--- src/rtl/snd_mbx_pkg.sv ---
package snd_mbx_pkg;

  localparam int LANE_W = 8;
  localparam int COIN_W = 3;

  // host register map (low address bits)
  localparam int MREG_CMD_AUX = 0;
  localparam int MREG_CMD     = 1;
  localparam int MREG_STATUS  = 2;

  // audio select map, applied after masking
  localparam logic [7:0] SSEL_MASK   = 8'h61;
  localparam logic [7:0] SSEL_STATUS = 8'h00;
  localparam logic [7:0] SSEL_AUX    = 8'h40;
  localparam logic [7:0] SSEL_CMD    = 8'h41;
  localparam logic [7:0] SSEL_TRG0   = 8'h61;
  localparam int         PSG_STRIDE  = 32;

  typedef enum logic [1:0] {
    MRD_REP_AUX,
    MRD_REP,
    MRD_STATUS,
    MRD_NONE
  } mrd_sel_t;

  typedef enum logic [2:0] {
    SRD_STATUS,
    SRD_PSG,
    SRD_AUX,
    SRD_CMD,
    SRD_NONE
  } srd_sel_t;

  typedef struct packed {
    logic     wr_aux;
    logic     wr_cmd;
    logic     wr_led;
    logic     rd_rep;
    mrd_sel_t rsel;
  } mdec_t;

  typedef struct packed {
    logic     wr_aux;
    logic     wr_rep;
    logic     wr_trg0;
    logic     rd_cmd;
    srd_sel_t rsel;
  } sdec_t;

endpackage

--- src/rtl/snd_mbx_main_dec.sv ---
module snd_mbx_main_dec
  import snd_mbx_pkg::*;
#(
  parameter int MADDR_W = 4
) (
  input  logic [MADDR_W-1:0] addr,
  input  logic               wr,
  input  logic               rd,
  input  logic               ube,
  output mdec_t              dec
);

  localparam logic [MADDR_W-1:0] A_AUX = MADDR_W'(MREG_CMD_AUX);
  localparam logic [MADDR_W-1:0] A_CMD = MADDR_W'(MREG_CMD);
  localparam logic [MADDR_W-1:0] A_STS = MADDR_W'(MREG_STATUS);

  logic lane_wr;

  always_comb begin
    lane_wr    = wr & ube;
    dec.wr_aux = lane_wr && (addr == A_AUX);
    dec.wr_cmd = lane_wr && (addr == A_CMD);
    dec.wr_led = lane_wr && (addr == A_STS);
    dec.rd_rep = rd && (addr == A_CMD);
    if (addr == A_AUX)      dec.rsel = MRD_REP_AUX;
    else if (addr == A_CMD) dec.rsel = MRD_REP;
    else if (addr == A_STS) dec.rsel = MRD_STATUS;
    else                    dec.rsel = MRD_NONE;
  end

endmodule

--- src/rtl/snd_mbx_snd_dec.sv ---
module snd_mbx_snd_dec
  import snd_mbx_pkg::*;
#(
  parameter int SADDR_W = 8,
  parameter int NUM_PSG = 2
) (
  input  logic [SADDR_W-1:0] addr,
  input  logic               wr,
  input  logic               rd,
  output sdec_t              dec,
  output logic [NUM_PSG-1:0] psg_ctl_wr,
  output logic [NUM_PSG-1:0] psg_dat_wr,
  output logic [NUM_PSG-1:0] psg_dat_rd,
  output logic [NUM_PSG-1:0] psg_hit
);

  localparam logic [SADDR_W-1:0] MASK  = SADDR_W'(SSEL_MASK);
  localparam logic [SADDR_W-1:0] S_STS = SADDR_W'(SSEL_STATUS);
  localparam logic [SADDR_W-1:0] S_AUX = SADDR_W'(SSEL_AUX);
  localparam logic [SADDR_W-1:0] S_CMD = SADDR_W'(SSEL_CMD);
  localparam logic [SADDR_W-1:0] S_TRG = SADDR_W'(SSEL_TRG0);

  logic [SADDR_W-1:0] sel;
  assign sel = addr & MASK;

  for (genvar g = 0; g < NUM_PSG; g++) begin : g_psg
    localparam logic [SADDR_W-1:0] CTL_A = SADDR_W'(g * PSG_STRIDE);
    localparam logic [SADDR_W-1:0] DAT_A = SADDR_W'(g * PSG_STRIDE + 1);
    assign psg_ctl_wr[g] = wr && (sel == CTL_A);
    assign psg_dat_wr[g] = wr && (sel == DAT_A);
    assign psg_hit[g]    = (sel == DAT_A);
    assign psg_dat_rd[g] = rd && (sel == DAT_A);
  end

  always_comb begin
    dec.wr_aux  = wr && (sel == S_AUX);
    dec.wr_rep  = wr && (sel == S_CMD);
    dec.wr_trg0 = wr && (sel == S_TRG);
    dec.rd_cmd  = rd && (sel == S_CMD);
    if (sel == S_STS)      dec.rsel = SRD_STATUS;
    else if (|psg_hit)     dec.rsel = SRD_PSG;
    else if (sel == S_AUX) dec.rsel = SRD_AUX;
    else if (sel == S_CMD) dec.rsel = SRD_CMD;
    else                   dec.rsel = SRD_NONE;
  end

endmodule

--- src/rtl/snd_mbx_ctl.sv ---
module snd_mbx_ctl (
  input  logic clk,
  input  logic rst_n,
  input  logic cmd_wr,
  input  logic cmd_rd,
  input  logic rep_wr,
  input  logic rep_rd,
  input  logic irq_ack,
  input  logic trg0_wr,
  output logic cmd_pend,
  output logic rep_pend,
  output logic main_irq,
  output logic snd_nmi,
  output logic ctc_trg0
);

  logic cmd_pend_d, rep_pend_d, main_irq_d, snd_nmi_d, ctc_trg0_d;

  // set wins over clear on every flag
  always_comb begin
    cmd_pend_d = cmd_wr | (cmd_pend & ~cmd_rd);
    rep_pend_d = rep_wr | (rep_pend & ~rep_rd);
    main_irq_d = rep_wr | (main_irq & ~irq_ack);
    snd_nmi_d  = cmd_wr;
    ctc_trg0_d = trg0_wr;
  end

  always_ff @(posedge clk or negedge rst_n) begin
    if (!rst_n) begin
      cmd_pend <= 1'b0;
      rep_pend <= 1'b0;
      main_irq <= 1'b0;
      snd_nmi  <= 1'b0;
      ctc_trg0 <= 1'b0;
    end else begin
      cmd_pend <= cmd_pend_d;
      rep_pend <= rep_pend_d;
      main_irq <= main_irq_d;
      snd_nmi  <= snd_nmi_d;
      ctc_trg0 <= ctc_trg0_d;
    end
  end

endmodule

--- src/rtl/snd_mbx.sv ---
module snd_mbx
  import snd_mbx_pkg::*;
#(
  parameter int MADDR_W = 4,
  parameter int MDATA_W = 16,
  parameter int SADDR_W = 8,
  parameter int NUM_PSG = 2
) (
  input  logic                      clk,
  input  logic                      rst_n,
  input  logic [MADDR_W-1:0]        m_addr,
  input  logic [MDATA_W-1:0]        m_wdata,
  input  logic                      m_wr,
  input  logic                      m_rd,
  input  logic                      m_ube,
  output logic [MDATA_W-1:0]        m_rdata,
  input  logic [SADDR_W-1:0]        s_addr,
  input  logic [LANE_W-1:0]         s_wdata,
  input  logic                      s_wr,
  input  logic                      s_rd,
  output logic [LANE_W-1:0]         s_rdata,
  input  logic [COIN_W-1:0]         coin,
  input  logic [NUM_PSG*LANE_W-1:0] psg_rdata,
  output logic [NUM_PSG-1:0]        psg_ctl_wr,
  output logic [NUM_PSG-1:0]        psg_dat_wr,
  output logic [NUM_PSG-1:0]        psg_dat_rd,
  input  logic                      main_irq_ack,
  output logic                      snd_nmi,
  output logic                      main_irq,
  output logic                      ctc_trg0,
  output logic                      ctc_trg2,
  output logic [LANE_W-1:0]         led
);

  localparam int LOW_W = MDATA_W - LANE_W;

  // reset: asynchronous assert, synchronous release
  logic [1:0] rst_pipe;
  logic       rst_sync_n;

  always_ff @(posedge clk or negedge rst_n) begin
    if (!rst_n) rst_pipe <= 2'b00;
    else        rst_pipe <= {rst_pipe[0], 1'b1};
  end
  assign rst_sync_n = rst_pipe[1];

  // decode
  mdec_t mdec;
  sdec_t sdec;
  logic [NUM_PSG-1:0] psg_hit;

  snd_mbx_main_dec #(.MADDR_W(MADDR_W)) main_dec_i (
    .addr (m_addr),
    .wr   (m_wr),
    .rd   (m_rd),
    .ube  (m_ube),
    .dec  (mdec)
  );

  snd_mbx_snd_dec #(.SADDR_W(SADDR_W), .NUM_PSG(NUM_PSG)) snd_dec_i (
    .addr       (s_addr),
    .wr         (s_wr),
    .rd         (s_rd),
    .dec        (sdec),
    .psg_ctl_wr (psg_ctl_wr),
    .psg_dat_wr (psg_dat_wr),
    .psg_dat_rd (psg_dat_rd),
    .psg_hit    (psg_hit)
  );

  // handshake flags and strobes
  logic cmd_pend, rep_pend;

  snd_mbx_ctl ctl_i (
    .clk      (clk),
    .rst_n    (rst_sync_n),
    .cmd_wr   (mdec.wr_cmd),
    .cmd_rd   (sdec.rd_cmd),
    .rep_wr   (sdec.wr_rep),
    .rep_rd   (mdec.rd_rep),
    .irq_ack  (main_irq_ack),
    .trg0_wr  (sdec.wr_trg0),
    .cmd_pend (cmd_pend),
    .rep_pend (rep_pend),
    .main_irq (main_irq),
    .snd_nmi  (snd_nmi),
    .ctc_trg0 (ctc_trg0)
  );

  assign ctc_trg2 = cmd_pend;

  // mailbox bytes
  logic [LANE_W-1:0] m_byte;
  logic [LANE_W-1:0] cmd_q, aux_q, rep_q, rep_aux_q, led_q;
  logic [LANE_W-1:0] cmd_d, aux_d, rep_d, rep_aux_d, led_d;
  logic              unused_low;

  assign m_byte     = m_wdata[MDATA_W-1 -: LANE_W];
  assign unused_low = ^m_wdata[LOW_W-1:0] ^ m_rd;

  always_comb begin
    cmd_d     = mdec.wr_cmd ? m_byte  : cmd_q;
    aux_d     = mdec.wr_aux ? m_byte  : aux_q;
    led_d     = mdec.wr_led ? m_byte  : led_q;
    rep_d     = sdec.wr_rep ? s_wdata : rep_q;
    rep_aux_d = sdec.wr_aux ? s_wdata : rep_aux_q;
  end

  always_ff @(posedge clk or negedge rst_sync_n) begin
    if (!rst_sync_n) begin
      cmd_q     <= '0;
      aux_q     <= '0;
      led_q     <= '0;
      rep_q     <= '0;
      rep_aux_q <= '0;
    end else begin
      cmd_q     <= cmd_d;
      aux_q     <= aux_d;
      led_q     <= led_d;
      rep_q     <= rep_d;
      rep_aux_q <= rep_aux_d;
    end
  end

  assign led = led_q;

  // status bytes
  logic [LANE_W-1:0] m_status, s_status;
  logic              coin_any;

  always_comb begin
    coin_any = ~&coin;
    m_status = {cmd_pend, rep_pend, 2'b00, 1'b1, coin};
    s_status = {cmd_pend, rep_pend, 2'b00, coin_any, coin};
  end

  // read data
  logic [LANE_W-1:0] m_rbyte, psg_rbyte;

  always_comb begin
    case (mdec.rsel)
      MRD_REP_AUX: m_rbyte = rep_aux_q;
      MRD_REP:     m_rbyte = rep_q;
      MRD_STATUS:  m_rbyte = m_status;
      default:     m_rbyte = '1;
    endcase
    m_rdata = {m_rbyte, {LOW_W{1'b0}}};
  end

  always_comb begin
    psg_rbyte = '0;
    for (int g = 0; g < NUM_PSG; g++) begin
      psg_rbyte = psg_rbyte | (psg_rdata[g*LANE_W +: LANE_W] & {LANE_W{psg_hit[g]}});
    end
    case (sdec.rsel)
      SRD_STATUS: s_rdata = s_status;
      SRD_PSG:    s_rdata = psg_rbyte;
      SRD_AUX:    s_rdata = aux_q;
      SRD_CMD:    s_rdata = cmd_q;
      default:    s_rdata = '0;
    endcase
  end

endmodule

--- config.mk ---
export PLATFORM = sky130hd
export DESIGN_NAME = snd_mbx
export DESIGN_NICKNAME = d
export VERILOG_FILES = /design/src/rtl/snd_mbx_pkg.sv /design/src/rtl/snd_mbx_main_dec.sv /design/src/rtl/snd_mbx_snd_dec.sv /design/src/rtl/snd_mbx_ctl.sv /design/src/rtl/snd_mbx.sv
export SDC_FILE = /design/constraint.sdc
export NUM_CORES = 1
export LEC_CHECK = 0
export BUFFER_PORTS_ARGS = -buffer_cell sky130_fd_sc_hd__buf_2
export CORE_ASPECT_RATIO = 0.9
export CORE_MARGIN = 2
export CORE_UTILIZATION = 44
export CTS_CLUSTER_DIAMETER = 50
export CTS_CLUSTER_SIZE = 8
export DETAILED_ROUTE_END_ITERATION = 6
export PLACE_DENSITY = 0.72
export SETUP_SLACK_MARGIN = 0.5
export SYNTH_ARGS = -nofsm -noshare
export SYNTH_HDL_FRONTEND = slang
export SYNTH_HIERARCHICAL = 1
export SYNTH_SLANG_ARGS = --single-unit
--- constraint.sdc ---
create_clock -name clk -period 2.9 [get_ports clk]
set_input_delay 0.29 -clock clk [delete_from_list [all_inputs] [get_ports clk]]
set_output_delay 0.29 -clock clk [all_outputs]
set_load 0.01 [all_outputs]
Yosys cells after proc, flatten, opt, wreduce, memory -nomap -nowiden. Cells that the tools add are included.

Register bits: 47. Word-level logic and storage cells: 67. Output and inout port bits: 42.

Multiplexer cells: 9. Eq/ne operators: 13. Reductions and logical operators: 21. Bitwise gates (word level): 13.

Operator list (count): 8-bit one-hot mux with 4 select lines (1); 8-bit one-hot mux with 3 select lines (1); 8-bit AND (2); 1-bit logical AND (14); 3-bit by 2-bit equality test with 1-bit output, second input constant (4); 3-bit two-way mux (4); 3-bit equality test, second input constant (3); 8-bit zero test (1); 8-bit OR (1); 3-bit by 1-bit equality test with 1-bit output, second input constant (2); 1-bit AND (4); 4-bit by 1-bit equality test with 1-bit output, second input constant (1); 4-bit by 2-bit equality test with 1-bit output, second input constant (1); 4-bit zero test (1); 2-bit two-way mux (2); 3-bit zero test (1); 1-bit NOT (3); 1-bit OR (3); 3-bit AND reduction (1); 2-bit by 1-bit equality test with 1-bit output, second input constant (1); 2-bit equality test, second input constant (1); 2-bit zero test (1); 2-bit OR reduction (1); 1-bit zero test (1); 1-bit two-way mux (1).

Logic depth before layout (Yosys ltp). Gate-level depths: netlist of run 1.

Word-level depth: 7. Depth in mapped cells: 8.

Cells and area by module. The synthesis of run 1 kept the hierarchy.

Modules (own cells, without submodules): snd_mbx (seq. area each 1051.0 um^2, times used 1, cells each 168, area an instance 2089.5 um^2); snd_mbx_ctl (seq. area each 125.1 um^2, times used 1, cells each 11, area an instance 158.9 um^2); snd_mbx_snd_dec (seq. area each 0.0 um^2, times used 1, cells each 23, area an instance 130.1 um^2); snd_mbx_main_dec (seq. area each 0.0 um^2, times used 1, cells each 10, area an instance 58.8 um^2).

Worst setup path before layout of run 1. Ideal clock, no wire load.

Path type: input port to output port. From: input s_addr[5]. To: output s_rdata[4]. Buffers on the path: 3. Stages on the path: 7. Arrival: 1.436 ns. Slack: 1.174 ns. Cell sequence: buf_6 -> nand2b_2 -> inv_1 -> buf_4 -> buf_6 -> a21oi_1 -> nor4_1.

RTL lines: start: declaration (RTL line snd_mbx.sv:17) `input logic [SADDR_W-1:0] s_addr,`; end: declaration (RTL line snd_mbx.sv:21) `output logic [LANE_W-1:0] s_rdata,`.

==> results of run 1 <==
[cell usage in the layout, fill, tap and decap left out, types with 3 or more instances in the layout]
cell type / count
mux2_2: 41
nor3_1: 7
mux2_1: 5
o22ai_1: 5
buf_2: 83
o22a_1: 5
inv_1: 6
buf_4: 5
a21o_1: 3
nor2_1: 11
dfrtp_1: 46
a22oi_1: 6
nand3_1: 5
clkbuf_8: 5
nand2_1: 10
o21a_1: 5
conb_1: 9
mux2i_1: 5
[stage by stage]
stage | hold slack [ns] | cell area, sq um | worst slack (ns)
floorplan | -0.00559 | 2460 | 1.17
global placement | 0.0761 | 2850 | 0.800
detailed placement | 0.0763 | 2850 | 0.792
CTS | 0.226 | 2950 | 0.791
global route | 0.227 | 2950 | 0.635
finish | 0.235 | 2950 | 0.780
[state kept, by name, indices dropped and copies added, names as in the netlist]
signal and cells:
aux_q 8, cmd_q 8, ctl_i/cmd_pend 1, ctl_i/ctc_trg0 1
ctl_i/main_irq 1, ctl_i/rep_pend 1, ctl_i/snd_nmi 1, led 8
rep_aux_q 8, rep_q 8, rst_pipe 2
[power groups by stage]
stage	combinational, mW	sequential (mW)	clock [mW]
2_1_floorplan	0.220	0.855	0
3_3_place_gp	0.322	0.857	0
3_5_place_dp	0.334	0.865	0
4_1_cts	0.336	0.852	0.395
5_1_grt	0.365	0.868	0.422
6_report	0.331	0.850	0.384
[kinds of logic (layout without fill, tap and decap cells)]
family                 Yosys count  after routing  synth area share [%]
multiplexers                    51             51                  23.3
other                            2              9                 0.308
AO/OA/AOI/OAI                   34             34                  10.3
AND/OR/NAND/NOR                 48             48                  10.5
buffers and inverters           30            104                  7.29
flip-flops                      47             47                  48.3
[final timing paths]
check	start	end	depth (start not counted)
worst min-delay path	s_wdata[3]	rep_aux_q[3]$_DFFE_PN0P_	2
worst max register to register	rst_pipe[1]$_DFF_PN0_	ctl_i/rep_pend$_DFF_PN0_	0
worst min register to register	rst_pipe[0]$_DFF_PN0_	rst_pipe[1]$_DFF_PN0_	0
min in group asynchronous	rst_n	rst_pipe[1]$_DFF_PN0_	2
worst max-delay path	s_addr[5]	s_rdata[7]	7
max in group asynchronous	rst_pipe[1]$_DFF_PN0_	ctl_i/rep_pend$_DFF_PN0_	0
[layer usage]
layer,track usage [%],wire (um)
met5,0,0
met4,6.30,40
met3,2.52,262
met2,30.7,2760
met1,23.3,2330
[area by class of cell]
class | instances | area [sq um]
Clock buffer | 6 | 72.6
Timing Repair Buffer | 89 | 463
Clock inverter | 2 | 12.5
Sequential cell | 47 | 1180
Multi-Input combinational cell | 142 | 1110
Fill cell | 486 | 2340
Tap cell | 67 | 83.8
Inverter | 7 | 26.3
[what timing repair did]
item | in CTS | in global routing
hold endpoints to repair | 2 | 0
gates resized for setup | 0 | 0
hold buffers | 1 | 0
==> summary.md, run 1 <==
| Metric | Value |
|---|---|
| Max-cap viol count | `0` |
| Synth unique cells | `39` |
| Top-count cell post-synth | `dfrtp_1` |
| Synth area leader | `dfrtp_1` |
| Reg power frac | `54.3%` |
| Clock share of power | `24.6%` |
| Worst-path clk slew | `0.09 ns` |
| P_sw | `0.434 mW` |
| Chip height | `74.6 um` |
| Post-synth EDFFs | `0` |
| WL final | `5380 um` |
| Final slew viol count | `0` |
| FMAX | `0.472 GHz` |
| First-pass GRT wire length | `8280 um` |
| Router iterations before antenna repair | `7` |
| Fin cells | `360` |
| Synth Cell Area | `0.00244 sq mm` |
| RSZ-0062 raised after global routing | `false` |
| Sw frac | `27.7%` |
| Max Buffers Root-to-Sink | `2` |
| Dpl cells | `351` |
| Largest net degree at the start of global routing | `46` |
| Initial DRC count | `67` |
| # DRC | `0` |
| Port Buffers | `83` |
| Max IR drop VDD | `279 uV` |
| Post-route ant nets | `0` |
| CTS tree | `yes` |
| Power Internal | `1.13 mW` |
| Actual slew at the worst max-slew pin | `0.979 ns` |
| Combinational share of power | `21.2%` |
| Hold Violations, Final | `0` |
| Via count | `1859` |
| Register bit total from synthesis | `47` |
| Crit path cell chain | `buf_2, nand2b_2, inv_1, mux2i_1, o21a_1, o22ai_1, buf_2` |
| WP data arrival | `1.83 ns` |
| Antenna violations before repair | `0` |
| Avg Cell Area, Syn | `11.5 sq um` |
| Grt ovf | `0` |
| Post-DR wirelength/cell | `15.0 um` |
| Cells after Synth | `212` |
| Post-synth top cells | `dfrtp_1 (47), mux2_2 (41), nor2_1 (11)` |
| Static leakage | `1.44 nW` |
| Power Dens Cells | `532 mW/mm^2` |
| Root Driver | `clkbuf_8` |
| Max stage delay on crit path | `0.49 ns` |
| Total CTS buffers | `5` |
| Setup_tns | `0 ns` |
| Clock Latency Late Sink | `0.30 ns` |
| Core ar. | `0.00529 sq mm` |
| Vias per Instance | `5.16` |
| Hold Crit Class | `in -> reg` |
| Tmin final | `2.12 ns` |
| Most used DFF post-synth | `dfrtp_1` |
| Area of the die | `0.00615 sq mm` |
| Row Count | `25` |
| Synth area leaders | `dfrtp_1 (48%), mux2_2 (19%), buf_4 (3.1%)` |
| Finish-stage setup viols | `0` |
| Crit path capture type | `output port` |
| Slew HR | `34.7%` |
| Post-CTS setup buffers | `0` |
| Num Clock Sinks | `47` |
| Worst path slowest cell | `inv_1` |
| Fraction of layout cells with a size suffix above 1 | `49.1%` |
| Critical path class | `in -> out` |
| Gr usage total | `17.9%` |
| Tcrit/Tclk final | `73.1%` |
| H-Tree Depth | `2` |
| Initial Util | `46.1%` |
| Buf/Inv on CP | `3` |
| Routability cong. | `0.777` |
| Run status | `finished clean` |
| Crit path launch type | `input port` |
| Layout area overhead | `20.8%` |
| Sequential share of the synthesized area | `48.3%` |
| Share of the synthesized area in the top cell type | `48.3%` |
| Chip width | `82.5 um` |
| Ys async rst share | `100%` |
| Clock skew | `0.00743 ns` |
| Core Util, Final | `55.7%` |
| Vias in the first global route | `1763` |
| Crit-path max FO | `18` |
| Detail Placement HPWL | `4110 um` |
| CP top delay family | `buffers and inverters` |
| Nets | `355` |
| Ys Warns | `6` |
| Critical Path RT | `2.61 ns` |
| Crit-path most repeated cell | `buf_2` |
| # diodes | `0` |
| PnR Total Power | `1.57 mW` |
| Boundary Pins | `105` |
| Worst reg2reg setup slack | `1.85 ns` |
No activity file was read; power rests on OpenSTA's default activity.
==> inputs of run 2 (changes only) <==
Clock period 2.9 ns to 2 ns, I/O delays scaled along.
==> summary.md, run 2 (synthesis results as in run 1) <==
| Metric | Value |
|---|---|
| Run status | `finished clean` |
| Worst-path clk slew | `0.08 ns (about the same)` |
| Root Driver | `clkbuf_8` |
| Area of the die | `0.00615 sq mm (unchanged)` |
| Boundary Pins | `105 (unchanged)` |
| Fraction of layout cells with a size suffix above 1 | `57.9% (+8.7 points)` |
| Critical path class | `in -> out` |
| Detail Placement HPWL | `3970 um (-3.5%)` |
| Buf/Inv on CP | `2 (-1)` |
| Vias in the first global route | `1753 (-0.57%)` |
| Routability cong. | `0.785 (+0.93%)` |
| Setup WS pre-CTS | `0.292 ns (-0.500 ns)` |
| Clock Latency Late Sink | `0.30 ns (about the same)` |
| Port Buffers | `83 (unchanged)` |
| Power Dens Cells | `758 mW/mm^2 (+43%)` |
| Post-DR wirelength/cell | `15.9 um (+6.2%)` |
| Worst-case reg-to-reg path depth | `1 (+1)` |
| CTS tree | `yes` |
| Static leakage | `1.63 nW (+14%)` |
| Most common cell after layout, fill and taps aside | `buf_2` |
| Crit path capture type | `output port` |
| Worst r2r src | `rst_pipe[1]$_DFF_PN0_` |
| Chip width | `82.5 um (unchanged)` |
| Worst setup margin | `0.400 ns (-0.380 ns)` |
| Max IR drop VDD | `467 uV (+68%)` |
| R2r endpoint | `rep_q[6]$_DFFE_PN0P_` |
| Via count | `1957 (+5.3%)` |
| Most frequent cells in the layout | `buf_2 (78), dfrtp_1 (46), mux2_2 (41)` |
| Max stage delay on crit path | `0.45 ns (-0.04 ns)` |
| Clock skew | `0.00318 ns (-0.00425 ns)` |
| Post-route ant nets | `0 (unchanged)` |
| Initial DRC count | `63 (-6.0%)` |
| # diodes | `0 (unchanged)` |
| FMAX | `0.625 GHz` |
| Hold Violations, Final | `0 (unchanged)` |
| Gr usage total | `18.0% (+0.11 points)` |
| # DRC | `0 (unchanged)` |
| Crit path cell chain | `buf_8, or3_4, mux2_4, o22a_1, buf_2` |
| Grt ovf | `0 (unchanged)` |
| Dpl cells | `356 (+1.4%)` |
| Setup_tns | `0 ns (unchanged)` |
| Worst path slowest cell | `or3_4` |
| Chip height | `74.6 um (unchanged)` |
| Row Count | `25 (unchanged)` |
| RSZ-0062 raised after global routing | `true` |
| Largest net degree at the start of global routing | `35 (-24%)` |
| CP top delay family | `simple AND/OR/NAND/NOR gates` |
| Finish-stage setup viols | `0 (unchanged)` |
| Crit-path max FO | `8 (-10)` |
| Final slew viol count | `0 (unchanged)` |
| Fin cells | `378 (+5.0%)` |
| WL final | `6000 um (+11%)` |
| Tmin final | `1.60 ns` |
| WP data arrival | `1.40 ns (-0.43 ns)` |
| Router iterations before antenna repair | `4 (-3)` |
| Nets | `373 (+5.1%)` |
| Critical Path RT | `1.80 ns (-0.81 ns)` |
| Max-cap viol count | `0 (unchanged)` |
| Initial Util | `46.1% (unchanged)` |
| Crit path launch type | `input port` |
| Core ar. | `0.00529 sq mm (unchanged)` |
| Antenna violations before repair | `0 (unchanged)` |
| Worst reg2reg setup slack | `1.15 ns (-0.70 ns)` |
| Total CTS buffers | `5 (unchanged)` |
| H-Tree Depth | `2 (unchanged)` |
| PnR Total Power | `2.51 mW (+60%)` |
| Max Buffers Root-to-Sink | `2 (unchanged)` |
| Tcrit/Tclk final | `80.0%` |
| WHS | `0.134 ns (-0.101 ns)` |
| Vias per Instance | `5.18 (+0.26%)` |
| Layout area overhead | `35.8%` |
| Num Clock Sinks | `47 (unchanged)` |
| Hold Crit Class | `reg -> async` |
| First-pass GRT wire length | `8270 um (-0.17%)` |
## run 2: cell types whose count changed in the layout (fill, tap and decap cells not counted), sizes merged
cell	previous run	this run
clkbuf	6	7
clkinvlp	1	0
bufinv	0	1
buf	88	105
## run 2: worst max-delay path by stage
stage	cells past startpoint	slack, ns	to	from
finish	5	0.40	m_rdata[14]	m_addr[2]
global route	5	0.37	m_rdata[9]	m_addr[2]
CTS	5	0.40	m_rdata[14]	m_addr[1]
detailed placement	7	0.29	s_rdata[3]	s_addr[5]
global placement	7	0.30	s_rdata[3]	s_addr[5]
floorplan	4	0.51	cmd_q[0]$_DFFE_PN0P_	m_addr[3]
## run 2: layer usage
layer | part of all wire (%) | up-vias | track usage (%)
met5 | 0 | - | 0
met4 | 0.62 | 0 | 5.19
met3 | 5.3 | 4 | 4.08
met2 | 52 | 57 | 30.3
met1 | 42 | 963 | 23.4
li1 | - | 933 | -
## run 2: per-stage QoR
step                      cell area, sq um  utilization [%]
final                                 3310             62.6
after floorplan                       2480                -
after detailed placement              2900             54.9
after global placement                2900             54.9
after CTS                             3140             59.4
after global routing                  3310             62.6
## run 2: area by class of cell
cell class                      instances  area (sq um)
Clock inverter                          2          35.0
Tap cell                               67          83.8
Clock buffer                            6          82.6
Multi-Input combinational cell        142          1200
Sequential cell                        47          1180
Fill cell                             439          1980
Inverter                                7          31.3
Timing Repair Buffer                  107           696
## run 2: repair_timing
action	4_1_cts	5_1_grt
endpoints found under the setup margin	16	31
hold buffers	1	0
pin swaps	6	8
gates resized for setup	19	25
setup buffers	2	8
endpoints found under the hold margin	2	0
gates cloned	1	2
## run 2: where the power goes
group	switching [mW]	total [mW]	internal, mW
combinational	0.246	0.574	0.328
sequential	0.0971	1.22	1.13
clock	0.309	0.714	0.404
==> inputs of run 3 (changes only) <==
Clock period 2 ns to 1.66 ns, I/O delays scaled along.
==> summary.md, run 3 (synthesis results as in run 1) <==
| Metric | Value |
|---|---|
| Run status | `finished clean` |
| Worst r2r src | `aux_q[4]$_DFFE_PN0P_` |
| Critical path class | `in -> out` |
| Tmin final | `1.52 ns` |
| Initial Util | `46.1% (unchanged)` |
| CTS tree | `yes` |
| Final slew viol count | `0 (unchanged)` |
| Antenna violations before repair | `0 (unchanged)` |
| Nets | `383 (+2.7%)` |
| H-Tree Depth | `2 (unchanged)` |
| Hold Crit Class | `in -> reg` |
| Clock Latency Late Sink | `0.31 ns (about the same)` |
| Clock skew | `0.0124 ns (+0.00927 ns)` |
| Layout area overhead | `50.1%` |
| First-pass GRT wire length | `10100 um (+22%)` |
| Post-route ant nets | `0 (unchanged)` |
| # diodes | `0 (unchanged)` |
| Area of the die | `0.00615 sq mm (unchanged)` |
| Worst-path clk slew | `0.09 ns (about the same)` |
| Setup crit end | `m_rdata[14]` |
| Vias per Instance | `5.20 (+0.36%)` |
| Most common cell after layout, fill and taps aside | `buf_2` |
| R2r endpoint | `aux_q[4]$_DFFE_PN0P_` |
| Boundary Pins | `105 (unchanged)` |
| Vias in the first global route | `2015 (+15%)` |
| RSZ-0062 raised after global routing | `true` |
| Grt ovf | `0 (unchanged)` |
| Largest net degree at the start of global routing | `29 (-17%)` |
| Detail Placement HPWL | `4180 um (+5.4%)` |
| Max Buffers Root-to-Sink | `2 (unchanged)` |
| Root Driver | `clkbuf_8` |
| Hold Violations, Final | `0 (unchanged)` |
| Port Buffers | `83 (unchanged)` |
| FMAX | `0.657 GHz` |
| PnR Total Power | `3.16 mW (+26%)` |
| Router iterations before antenna repair | `4 (unchanged)` |
| Chip width | `82.5 um (unchanged)` |
| WP data arrival | `1.36 ns (-0.04 ns)` |
| Total CTS buffers | `5 (unchanged)` |
| Core ar. | `0.00529 sq mm (unchanged)` |
| Fraction of layout cells with a size suffix above 1 | `64.5% (+6.6 points)` |
| Num Clock Sinks | `47 (unchanged)` |
| Worst-case reg-to-reg path depth | `2 (+1)` |
| Crit-path max FO | `6 (-2)` |
| Initial DRC count | `80 (+27%)` |
| Crit path capture type | `output port` |
| Routability cong. | `0.740 (-5.7%)` |
| Max IR drop VDD | `524 uV (+12%)` |
| Tcrit/Tclk final | `91.6%` |
| # DRC | `0 (unchanged)` |
| Chip height | `74.6 um (unchanged)` |
| Crit path launch type | `input port` |
| Power Dens Cells | `863 mW/mm^2 (+14%)` |
| Static leakage | `1.76 nW (+7.8%)` |
| Post-DR wirelength/cell | `15.9 um (+0.46%)` |
| Worst reg2reg setup slack | `0.74 ns (-0.41 ns)` |
| Most frequent cells in the layout | `buf_2 (78), dfrtp_1 (46), mux2_4 (26)` |
| Finish-stage setup viols | `0 (unchanged)` |
| Setup_tns | `0 ns (unchanged)` |
| Critical Path RT | `1.49 ns (-0.31 ns)` |
| Gr usage total | `22.0% (+4.0 points)` |
| CP startpoint | `m_addr[2]` |
| Row Count | `25 (unchanged)` |
| Via count | `2016 (+3.0%)` |
| Max-cap viol count | `0 (unchanged)` |
| WL final | `6190 um (+3.1%)` |
## run 3: cell count changes in the layout (fill, tap and decap cells not counted), moves of 5 or more
cell     delta
o22ai_1     -5
mux2_2     -23
mux2_4     +22
buf_6       +8
o22ai_2     +5
## run 3: how the worst min path moves through the flow
stage,from,endpoint,slack [ns],depth (start not counted)
6_report,s_wdata[7],rep_q[7]$_DFFE_PN0P_,0.1,2
5_1_grt,s_wdata[7],rep_q[7]$_DFFE_PN0P_,0.09,2
4_1_cts,s_wdata[5],rep_aux_q[5]$_DFFE_PN0P_,0.09,2
3_5_place_dp,rst_n,rst_pipe[0]$_DFF_PN0_,-0.05,1
3_3_place_gp,rst_n,rst_pipe[0]$_DFF_PN0_,-0.05,1
2_1_floorplan,rst_n,rst_pipe[0]$_DFF_PN0_,-0.13,0
## run 3: layout make-up
cell class | count | area (sq um)
Multi-Input combinational cell | 143 | 1470
Clock inverter | 2 | 37.5
Timing Repair inverter | 1 | 6.26
Fill cell | 393 | 1630
Tap cell | 67 | 83.8
Timing Repair Buffer | 115 | 776
Inverter | 7 | 33.8
Sequential cell | 47 | 1180
Clock buffer | 6 | 72.6
## run 3: routing by layer
metal / vias to the layer above / global-route usage, % / wire, um
li1: 955 / - / -
met1: 974 / 30.3 / 2720
met2: 76 / 35.2 / 3000
met3: 11 / 4.20 / 379
met4: 0 / 7.22 / 89
met5: - / 0 / 0
## run 3: where the power goes
group | leakage, nW | internal [mW] | switching [mW]
clock network | 0.0514 | 0.449 | 0.390
registers | 0.586 | 1.36 | 0.133
logic | 1.12 | 0.495 | 0.333
total | 1.76 | 2.30 | 0.855
## run 3: critical path, stage by stage
cell	delay, ns
buf_8	0.10
or3_4	0.44
mux2_4	0.32
o22a_1	0.19
buf_2	0.14
## run 3: stage by stage
step	hold WS (ns)	utilization, %	instance area (sq um)	std cells	worst slack (ns)
after detailed placement	-0.0458	59.1	3120	359	0.0237
after floorplan	-0.130	-	2720	219	0.267
after global routing	0.0936	69.2	3660	388	0.111
after global placement	-0.0469	59.1	3120	359	0.0257
after CTS	0.0910	67.2	3550	384	0.142
final	0.0951	69.2	3660	388	0.139
## run 3: repair_timing
| item | CTS | global route |
|---|---|---|
| gates cloned | 3 | 0 |
| setup endpoints to repair | 36 | 43 |
| hold endpoints to repair | 2 | 0 |
| gates resized for setup | 52 | 18 |
| setup buffers | 13 | 4 |
| hold buffers | 1 | 0 |
| pin swaps | 14 | 9 |
